==> src/rtl/uart_rxq_pkg.sv <==
package uart_rxq_pkg;

  // Flag byte bit positions (decoded by the register block)
  localparam int FLG_TX_EMPTY = 7;
  localparam int FLG_RX_FULL  = 6;
  localparam int FLG_TX_FULL  = 5;
  localparam int FLG_RX_EMPTY = 4;

  // Break marker bit within a stored entry
  localparam int BREAK_BIT = 10;

  // Circular slot arithmetic: base + offs, modulo depth
  function automatic int slot_after(int base, int offs, int depth);
    return (base + offs) % depth;
  endfunction

  // Whether a push can be taken for a given fill count and mode
  function automatic logic accepts(int fill, logic queue_mode, int depth);
    return queue_mode ? (fill < depth) : (fill < 1);
  endfunction

endpackage

==> src/rtl/rxq_store.sv <==
module rxq_store #(
  parameter int DEPTH = 16,
  parameter int W     = 12,
  localparam int PW   = $clog2(DEPTH)
) (
  input  logic          clk,
  input  logic          rst_n,
  input  logic          we,
  input  logic [PW-1:0] waddr,
  input  logic [W-1:0]  wdata,
  input  logic [PW-1:0] raddr,
  output logic [W-1:0]  rdata
);

  logic [W-1:0] slot_q [DEPTH];

  for (genvar g = 0; g < DEPTH; g++) begin : g_slot
    always_ff @(posedge clk or negedge rst_n) begin
      if (!rst_n)
        slot_q[g] <= '0;
      else if (we && (waddr == PW'(g)))
        slot_q[g] <= wdata;
    end
  end

  assign rdata = slot_q[raddr];

endmodule

==> src/rtl/rxq_ptrs.sv <==
module rxq_ptrs
  import uart_rxq_pkg::*;
#(
  parameter int DEPTH = 16,
  localparam int PW   = $clog2(DEPTH),
  localparam int CW   = $clog2(DEPTH + 1)
) (
  input  logic          clk,
  input  logic          rst_n,
  input  logic          push_req,
  input  logic          pop_req,
  input  logic          lc_wr,
  input  logic          lc_fifo_en,
  output logic          queue_mode,
  output logic          can_accept,
  output logic          push_ok,
  output logic          pop_ok,
  output logic          flush,
  output logic [PW-1:0] rd_pos,
  output logic [PW-1:0] wr_slot,
  output logic [CW-1:0] cnt,
  output logic [CW-1:0] cnt_next
);

  logic          mode_q;
  logic [PW-1:0] pos_q, pos_next;
  logic [CW-1:0] cnt_q;

  always_comb begin
    flush      = lc_wr && (lc_fifo_en != mode_q);
    can_accept = accepts(int'(cnt_q), mode_q, DEPTH);
    push_ok    = push_req && can_accept && !flush;
    pop_ok     = pop_req && (cnt_q != '0);
    wr_slot    = PW'(slot_after(int'(pos_q), int'(cnt_q), DEPTH));
    if (flush) begin
      cnt_next = '0;
      pos_next = '0;
    end else begin
      cnt_next = cnt_q + CW'(push_ok) - CW'(pop_ok);
      pos_next = pop_ok ? PW'(slot_after(int'(pos_q), 1, DEPTH)) : pos_q;
    end
  end

  always_ff @(posedge clk or negedge rst_n) begin
    if (!rst_n) begin
      mode_q <= 1'b0;
      pos_q  <= '0;
      cnt_q  <= '0;
    end else begin
      if (lc_wr) mode_q <= lc_fifo_en;
      pos_q <= pos_next;
      cnt_q <= cnt_next;
    end
  end

  assign queue_mode = mode_q;
  assign rd_pos     = pos_q;
  assign cnt        = cnt_q;

  // the count never exceeds the depth of the current mode
  a_r2_no_overflow: assert property (@(posedge clk) disable iff (!rst_n)
    (cnt_q <= CW'(DEPTH)) && (mode_q || cnt_q <= CW'(1)));

  // a refused push with no other event leaves the count alone
  a_r4_drop_keeps_count: assert property (@(posedge clk) disable iff (!rst_n)
    (push_req && !can_accept && !pop_req && !lc_wr) |=> $stable(cnt_q));

  // the read position wraps from the last slot to slot 0
  a_r5_pos_wrap: assert property (@(posedge clk) disable iff (!rst_n)
    (pop_ok && pos_q == PW'(DEPTH - 1)) |=> (pos_q == '0));

  // a mode change empties the buffer
  a_r9_flush_empties: assert property (@(posedge clk) disable iff (!rst_n)
    flush |=> (cnt_q == '0 && pos_q == '0));

endmodule

==> src/rtl/rxq_flags.sv <==
module rxq_flags #(
  parameter int DEPTH = 16,
  parameter int TRIG  = 1,
  localparam int CW   = $clog2(DEPTH + 1)
) (
  input  logic          clk,
  input  logic          rst_n,
  input  logic          push_ok,
  input  logic          pop_req,
  input  logic          flush,
  input  logic          queue_mode,
  input  logic [CW-1:0] cnt_next,
  input  logic [3:0]    rd_hi,
  input  logic          stat_clr,
  output logic          full,
  output logic          empty,
  output logic          irq,
  output logic [3:0]    status
);

  logic full_q, empty_q, irq_q;
  logic [3:0] status_q;

  always_ff @(posedge clk or negedge rst_n) begin
    if (!rst_n) begin
      full_q   <= 1'b0;
      empty_q  <= 1'b1;
      irq_q    <= 1'b0;
      status_q <= '0;
    end else begin
      if (flush)
        full_q <= 1'b0;
      else if (push_ok)
        full_q <= !queue_mode || (cnt_next == CW'(DEPTH));
      else if (pop_req)
        full_q <= 1'b0;

      if (flush || push_ok || pop_req)
        empty_q <= (cnt_next == '0);

      if (flush)
        irq_q <= 1'b0;
      else if (push_ok && cnt_next == CW'(TRIG))
        irq_q <= 1'b1;
      else if (pop_req && cnt_next == CW'(TRIG - 1))
        irq_q <= 1'b0;

      if (stat_clr)
        status_q <= '0;
      else if (pop_req)
        status_q <= rd_hi;
    end
  end

  assign full   = full_q;
  assign empty  = empty_q;
  assign irq    = irq_q;
  assign status = status_q;

  // a read with no accepted push leaves full clear
  a_r3_read_clears_full: assert property (@(posedge clk) disable iff (!rst_n)
    (pop_req && !push_ok) |=> !full_q);

  // a status-clear write always zeroes the nibble
  a_r7_status_clear: assert property (@(posedge clk) disable iff (!rst_n)
    stat_clr |=> (status_q == '0));

endmodule

==> src/rtl/uart_rxq.sv <==
module uart_rxq
  import uart_rxq_pkg::*;
#(
  parameter int DEPTH   = 16,
  parameter int ENTRY_W = 12,
  parameter int TRIG    = 1,
  localparam int PW     = $clog2(DEPTH),
  localparam int CW     = $clog2(DEPTH + 1)
) (
  input  logic               clk,
  input  logic               rst_n,
  input  logic               rx_push,
  input  logic [ENTRY_W-1:0] rx_entry,
  input  logic               rx_break,
  output logic               can_accept,
  input  logic               host_rd,
  output logic [ENTRY_W-1:0] rd_data,
  input  logic               lc_wr,
  input  logic               lc_fifo_en,
  input  logic               stat_clr,
  output logic [3:0]         rx_status,
  output logic [7:0]         flags,
  output logic               rx_irq
);

  // Named internal events
  logic               push_req, push_ok, pop_ok, flush, queue_mode;
  logic [PW-1:0]      rd_pos, wr_slot;
  logic [CW-1:0]      cnt, cnt_next;
  logic [ENTRY_W-1:0] push_word;
  logic               full, empty;

  assign push_req  = rx_push || rx_break;
  assign push_word = rx_break ? ENTRY_W'(1 << BREAK_BIT) : rx_entry;

  rxq_ptrs #(.DEPTH(DEPTH)) u_ptrs (
    .clk        (clk),
    .rst_n      (rst_n),
    .push_req   (push_req),
    .pop_req    (host_rd),
    .lc_wr      (lc_wr),
    .lc_fifo_en (lc_fifo_en),
    .queue_mode (queue_mode),
    .can_accept (can_accept),
    .push_ok    (push_ok),
    .pop_ok     (pop_ok),
    .flush      (flush),
    .rd_pos     (rd_pos),
    .wr_slot    (wr_slot),
    .cnt        (cnt),
    .cnt_next   (cnt_next)
  );

  rxq_store #(.DEPTH(DEPTH), .W(ENTRY_W)) u_store (
    .clk   (clk),
    .rst_n (rst_n),
    .we    (push_ok),
    .waddr (wr_slot),
    .wdata (push_word),
    .raddr (rd_pos),
    .rdata (rd_data)
  );

  rxq_flags #(.DEPTH(DEPTH), .TRIG(TRIG)) u_flags (
    .clk        (clk),
    .rst_n      (rst_n),
    .push_ok    (push_ok),
    .pop_req    (host_rd),
    .flush      (flush),
    .queue_mode (queue_mode),
    .cnt_next   (cnt_next),
    .rd_hi      (rd_data[ENTRY_W-1:8]),
    .stat_clr   (stat_clr),
    .full       (full),
    .empty      (empty),
    .irq        (rx_irq),
    .status     (rx_status)
  );

  always_comb begin
    flags               = '0;
    flags[FLG_TX_EMPTY] = 1'b1;
    flags[FLG_TX_FULL]  = 1'b0;
    flags[FLG_RX_FULL]  = full;
    flags[FLG_RX_EMPTY] = empty;
  end

  // the empty flag agrees with the pointer block's count
  a_r3_empty_tracks_count: assert property (@(posedge clk) disable iff (!rst_n)
    empty == (cnt == '0));

  // the request rises only when the count sits at the trigger level
  a_r10_irq_rise: assert property (@(posedge clk) disable iff (!rst_n)
    $rose(rx_irq) |-> (cnt == CW'(TRIG)));

  // the request is never held while the buffer is empty
  a_r10_irq_low_when_empty: assert property (@(posedge clk) disable iff (!rst_n)
    (cnt == '0) |-> !rx_irq);

endmodule

==> config.mk <==
export PLATFORM = sky130hd
export DESIGN_NAME = uart_rxq
export DESIGN_NICKNAME = d
export VERILOG_FILES = /design/src/rtl/uart_rxq_pkg.sv /design/src/rtl/rxq_store.sv /design/src/rtl/rxq_ptrs.sv /design/src/rtl/rxq_flags.sv /design/src/rtl/uart_rxq.sv
export SDC_FILE = /design/constraint.sdc
export NUM_CORES = 1
export LEC_CHECK = 0
export BUFFER_PORTS_ARGS = -buffer_cell sky130_fd_sc_hd__buf_2
export CAP_MARGIN = 20
export CELL_PAD_IN_SITES_DETAIL_PLACEMENT = 1
export CELL_PAD_IN_SITES_GLOBAL_PLACEMENT = 1
export CORE_ASPECT_RATIO = 1.75
export CORE_MARGIN = 8
export CORE_UTILIZATION = 40
export CTS_BUF_LIST = sky130_fd_sc_hd__clkbuf_4 sky130_fd_sc_hd__clkbuf_8
export DETAILED_ROUTE_END_ITERATION = 16
export PLACE_DENSITY = 0.72
export SLEW_MARGIN = 20
export SYNTH_ARGS = -nofsm -noshare
export SYNTH_HDL_FRONTEND = slang
export SYNTH_SLANG_ARGS = --single-unit
export TNS_END_PERCENT = 10
==> constraint.sdc <==
create_clock -name clk -period 3.3 [get_ports clk]
set_input_delay 0.33 -clock clk [delete_from_list [all_inputs] [get_ports clk]]
set_output_delay 0.33 -clock clk [all_outputs]
set_load 0.05 [all_outputs]
==> results of run 1 <==
[area by class of cell]
| cell class | count | area (sq um) |
|---|---|---|
| Timing Repair Buffer | 72 | 473.0 |
| Clock buffer | 55 | 675.6 |
| Sequential cell | 209 | 5235 |
| Antenna cell | 1 | 2.502 |
| Multi-Input combinational cell | 394 | 4531 |
| Fill cell | 2459 | 13260 |
| Inverter | 8 | 30.03 |
| Clock inverter | 5 | 27.53 |
| Tap cell | 312 | 390.4 |
[what timing repair did]
item / 4_1_cts / 5_1_grt
gates resized for setup: 4 / 4
hold buffers: 2 / 0
pin swaps: 1 / 3
endpoints found under the setup margin: 10 / 3
hold endpoints to repair: 82 / 0
buffers inserted: 1 / 3
[placed cells by master, fill, tap and decap left out, types with 2 or more instances in the layout]
cell type	count
or3_1	2
mux2_2	170
nand3_1	7
buf_2	38
nand4_1	2
mux2_1	22
nand2b_1	4
a21o_1	2
o21ai_0	3
a21oi_2	2
dfrtp_1	205
dlygate4sd3_1	2
mux4_2	56
nor2b_1	14
xnor2_1	3
a21oi_1	3
o31a_1	3
and2_1	3
nor3_2	4
nand2_1	6
conb_1	6
mux2i_1	5
ha_1	12
clkbuf_4	13
clkinv_2	4
a211oi_1	3
clkbuf_8	43
nor3_1	9
xor2_1	6
nor3_4	3
nor2_1	21
buf_4	29
dfrtp_2	3
inv_1	7
[final timing paths]
path                       cells after the start                               to  slack [ps]                      startpoint
min                                            3    u_ptrs.queue_mode$_DFFE_PN0P_          60                      lc_fifo_en
min reg2reg                                    1   u_store.slot_q[19]$_DFFE_PN0P_         480  u_store.slot_q[19]$_DFFE_PN0P_
max                                           14          u_flags.irq$_DFFE_PN0P_         140         u_ptrs.cnt[1]$_DFF_PN0_
max in group asynchronous                      3  u_store.slot_q[179]$_DFFE_PN0P_        1820                           rst_n
max reg2reg                                   14          u_flags.irq$_DFFE_PN0P_         140         u_ptrs.cnt[1]$_DFF_PN0_
min in group asynchronous                      2    u_store.slot_q[7]$_DFFE_PN0P_         390                           rst_n
[per-stage QoR]
stage,area (sq um),utilization [%],worst slack [ps]
floorplan,10050,-,124.2
global placement,10580,42.94,184.5
CTS,11320,45.98,24.23
global route,11360,46.13,-9.712
detailed placement,10580,42.94,-131.6
finish,11360,46.14,136.3
[sequential cells by signal (all words and copies together) (netlist names)]
register / flops
u_ptrs.queue_mode: 1
u_flags.status: 4
u_ptrs.rd_pos: 4
u_flags.irq: 1
u_ptrs.cnt: 5
u_store.slot_q: 192
u_flags.empty: 1
u_flags.full: 1
[critical path, stage by stage (launching register included)]
cell and delay (ps):
dfrtp_2 450, inv_2 120, ha_1 180, nand4bb_1 210, nand2_2 150, o211ai_1 140, ha_1 320, inv_1 40
ha_1 200, fa_2 370, nand2b_1 130, a21oi_2 90, xor2_1 230, nand4_1 130, a32o_1 290
[power groups by stage]
stage / Clock (mW) / Sequential [mW] / Combinational (mW)
floorplan: 0 / 3.86 / 3.37
global placement: 0 / 3.89 / 4.23
detailed placement: 0 / 4.01 / 4.43
CTS: 2.39 / 3.97 / 4.52
global route: 2.48 / 4.08 / 4.89
finish: 2.31 / 3.98 / 4.57
[cells by family (layout without fill, tap and decap cells)]
family,after synthesis,count (layout)
compound gates,23,23
fa+ha+maj,14,14
other cells,2,7
buf+inv,63,140
xor+xnor,12,12
mux,253,253
simple gates,86,86
flops,209,209
[layer usage]
metal	share of wire (%)	wire [um]	GRT usage [%]	vias up
li1	-	-	-	2544
met1	38	10000	21.01	3160
met2	55	14450	32.24	121
met3	3.8	991	2.701	52
met4	3.1	826	7.019	0
met5	0	0	0	-
==> impl_metrics.ini, run 1 <==
[pwr]
total_power_mw = 10.86
p_sw_mw = 3.951
p_sw_share_pct = 36.40
clock_power_share_pct = 21.3
pwr-share-seq_pct = 36.7
peakVddDrop_v = 0.0005557
power.density_mw_per_mm2 = 955.2
p_leak_nw = 5.318
p_int_mw = 6.904
pwr-share-comb_pct = 42.1

[synthesis]
ys.flop_type = dfrtp_1
synth_top_family_by_area = multiplexers
synth_area_sq_mm = 0.01004
synth.area.mux_share_pct = 34.60
synth_edf_count = 0
ys_seq_area_share_pct = 52.12
ys_types = 51
synth_top_area_share_pct = 51.86
synth-simple-area-share_pct = 5.074
synth-seq-cells = 209
synthArstFlopShare_pct = 100.0
syn_avg_cell_area_sq_um = 15.16
synth_compound_area_share_pct = 1.733
synth_xor_area_share_pct = 1.309
yosys.area.top_type = dfrtp_1
netlist_instances = 662
synthTopCellsByCount = 208 x dfrtp_1, 170 x mux2_2, 56 x mux4_2
synthTopCellsByArea = dfrtp_1 52%, mux2_2 19%, mux4_2 13%, mux2_1 2.5%, ha_1 1.5%
synth_fa_ha_area_share_pct = 1.895
synth_most_common_cell = dfrtp_1
yosysWarnings = 0

[detailed_routing]
routed_wl_um = 26270
vias_per_cell = 5.565
routed-via-count = 5877
wl_per_cell_um = 24.88
drt_first_pass_iters = 4
drc_errors = 0
drt_iter0_markers = 330
drtAntennaViolNets = 0

[sta]
post-route-period-util_pct = 95.87
hold_violations = 0
setup_viol = 0
slew_violations = 0
fin_setup_tns_ps = 0
maxSlewHeadroom_pct = 32.44
tightestPinTransition_ps = 1011
max_freq_mhz = 316.1
fin_hold_ws_ps = 63.85
finalClockSkew_ps = 30.97
period_minus_slack_ps = 3164

[place]
placedCellCount = 989
routabilityCongestion = 0.8937
hpwl_um = 17200
portBuffers = 39

[global_route]
track_usage_pct = 18.02
grt_start_max_net_pins = 83
antenna_found_initial = 0
grt_pass1_wl_um = 41720
grt_remaining_overflow = 0
grt_pass1_vias = 6891

[clock_network]
clock_sinks = 209
htreeDepth = 2
cts-buffers-inserted = 34
clk_pin_slew_ps = 60
clock_latency_ps = 520
root_buffer = clkbuf_8
cts.path.max_buffers = 3
cts_tree = yes

[critical_path]
crit_required_ps = 3710
critical_path_arrival_ps = 3570
critical_path.max_fanout = 5
setup.worst_path.class = reg -> reg
cp-end-kind = register
start_kind = register

[floorplanning]
die_w_um = 135.7
fp.dieH_um = 225.6
num_io_pins = 46
row_count = 76
start_util_pct = 40.75
core_area_sq_mm = 0.02463
dieArea_sq_mm = 0.03062

[hold_path]
min_path_type = in -> reg

[final_layout]
stdcell_count = 1056
layout.nets = 753
syn_to_final_growth_pct = 13.23
layout-drive-gt1-share_pct = 51.14

[flow_run]
maxCapViolations = 0

[outcome]
status = finished clean
(Power assumes the default switching activity.)
==> inputs of run 2 (changes only) <==
- PLACE_DENSITY: 0.72 -> not set
- PLACE_DENSITY_LB_ADDON: not set -> 0.1
==> run 2 against run 1 <==
Non-clock buffer count up 10. Sequential share of layout area down 0.27 points. Combinational power about the same. Sequential power about the same. Final area up 0.61%. Critical endpoint is now rd_data[10]. Largest cell class unchanged.
==> impl_metrics.ini, run 2 (synthesis results as in run 1) <==
[floorplanning]
dieArea_sq_mm = 0.03062
row_count = 76
die_w_um = 135.7
fp.dieH_um = 225.6
core_area_sq_mm = 0.02463
num_io_pins = 46
start_util_pct = 40.75

[final_layout]
layout_commonest_cell = dfrtp_1
largest_reg_flops = 192
final_cell_area_sq_mm = 0.01143
syn_to_final_growth_pct = 13.91
layout-drive-gt1-share_pct = 51.26
final_cell_mix = 206 x dfrtp_1, 170 x mux2_2, 56 x mux4_2, 40 x clkbuf_8
n_antenna_cell = 0
layout.nets = 763
regMostFlops = u_store.slot_q

[detailed_routing]
wl_met1_um = 10790
drc_errors = 0
top_layer = met4
vias_per_cell = 5.590
dr_wl_met2_um = 15020
routed_wl_um = 27470
wl_met3_um = 863
wl_per_cell_um = 25.84
drt_first_pass_iters = 4
routed-via-count = 5942
drt_iter0_markers = 206
drtAntennaViolNets = 0

[flow_run]
maxCapViolations = 0

[clock_network]
clk_pin_slew_ps = 70
cts_tree = yes
root_buffer = clkbuf_8
clock_sinks = 209
cts.path.max_buffers = 3
clock_latency_ps = 530
cts-buffers-inserted = 34
htreeDepth = 2

[critical_path]
setup.worst_path.class = reg -> out
reg2regPathDepth = 13
critical_path.max_fanout = 50
r2r-start = u_ptrs.cnt[3]$_DFF_PN0_
crit_required_ps = 2970
setup.worst_path.end = rd_data[10]
timing.rr.end = u_flags.irq$_DFFE_PN0P_
start_kind = register
crit_start = u_ptrs.rd_pos[1]$_DFFE_PN0P_
r2r_slack_ps = 140
cp-end-kind = primary output
critical_path_arrival_ps = 2850

[pwr]
power.density_mw_per_mm2 = 943.8
p_sw_share_pct = 36.73
p_int_mw = 6.827
pwr-share-comb_pct = 42.3
peakVddDrop_v = 0.0005118
pwr-share-seq_pct = 36.6
p_sw_mw = 3.964
clock_power_share_pct = 21.1
p_leak_nw = 5.349

[sta]
tightestPinTransition_ps = 1050
slew_violations = 0
grt_setup_unrepaired = no
hold_violations = 0
period_minus_slack_ps = 3178
fin_hold_ws_ps = 63.28
setup_viol = 0
maxSlewHeadroom_pct = 29.87
max_freq_mhz = 314.7
finalClockSkew_ps = 17.69
post-route-period-util_pct = 96.29

[hold_path]
min_path_type = in -> reg
hold-path-cell-count = 2

[place]
routabilityCongestion = 0.8749
placed_area_sq_mm = 0.01067
portBuffers = 39
hpwl_um = 17960

[global_route]
grt_pass1_vias = 7022
grt_remaining_overflow = 0
grt_pass1_wl_um = 43410
grt_start_max_net_pins = 92
track_usage_pct = 18.95
antenna_found_initial = 0

[outcome]
status = finished clean
[run 2: changes by cell type in the layout (fill, tap and decap cells not counted), sizes merged]
cell      change
clkinv        -3
clkbuf        -2
clkinvlp      +2
diode         -1
buf          +10
inv           +1
[run 2: layer usage]
metal / up-vias / global-route usage [%]
met2: 103 / 34.14
met4: 0 / 6.551
met3: 51 / 2.790
met5: - / 0
met1: 3239 / 22.25
li1: 2549 / -
[run 2: cell type report]
cell class	instances	area [sq um]
well taps	312	390.4
multi-input cells	394	4529
clock buffers	53	641.9
flip-flops and latches	209	5236
repair buffers	82	569.3
inverters	8	30.03
clock inverters	5	36.28
fillers	2440	13200
[run 2: how the worst min path moves through the flow]
stage	startpoint	end
after floorplan	rst_n	u_flags.full$_DFFE_PN0P_
after global placement	rst_n	u_flags.status[3]$_DFFE_PN0P_
after detailed placement	rst_n	u_flags.status[1]$_DFFE_PN0P_
after CTS	lc_fifo_en	u_ptrs.queue_mode$_DFFE_PN0P_
after global routing	lc_wr	u_ptrs.queue_mode$_DFFE_PN0P_
final	lc_wr	u_ptrs.queue_mode$_DFFE_PN0P_
[run 2: what timing repair did]
action,CTS,global route
setup buffers,0,5
resized for setup,2,3
endpoints found under the setup margin,2,3
hold endpoints to repair,90,0
hold buffers,2,0
pin swaps,0,3
[run 2: stage by stage]
stage / setup TNS, ps / util, % / power [mW] / cells / setup slack (ps)
after floorplan: 0 / - / 7.231 / 666 / 124.2
after global placement: 0 / 43.33 / 8.311 / 998 / 173.5
after detailed placement: -3.233 / 43.33 / 8.520 / 998 / -3.233
after CTS: 0 / 46.21 / 10.88 / 1058 / 60.02
after global routing: 0 / 46.42 / 11.43 / 1063 / 5.650
final: 0 / 46.42 / 10.79 / 1063 / 122.5
[run 2: power by group through the flow]
stage / Clock [mW] / Sequential, mW / Combinational [mW]
after floorplan: 0 / 3.86 / 3.37
after detailed placement: 0 / 4.00 / 4.52
final: 2.28 / 3.95 / 4.57
after global placement: 0 / 3.90 / 4.41
after global routing: 2.46 / 4.07 / 4.90
after CTS: 2.36 / 3.95 / 4.57
[run 2: worst max-delay path: stages (launching register included)]
cell	delay, ps
dfrtp_2	440
buf_12	360
mux4_2	570
nor2b_1	150
a211oi_1	430
nor3_1	130
buf_2	240
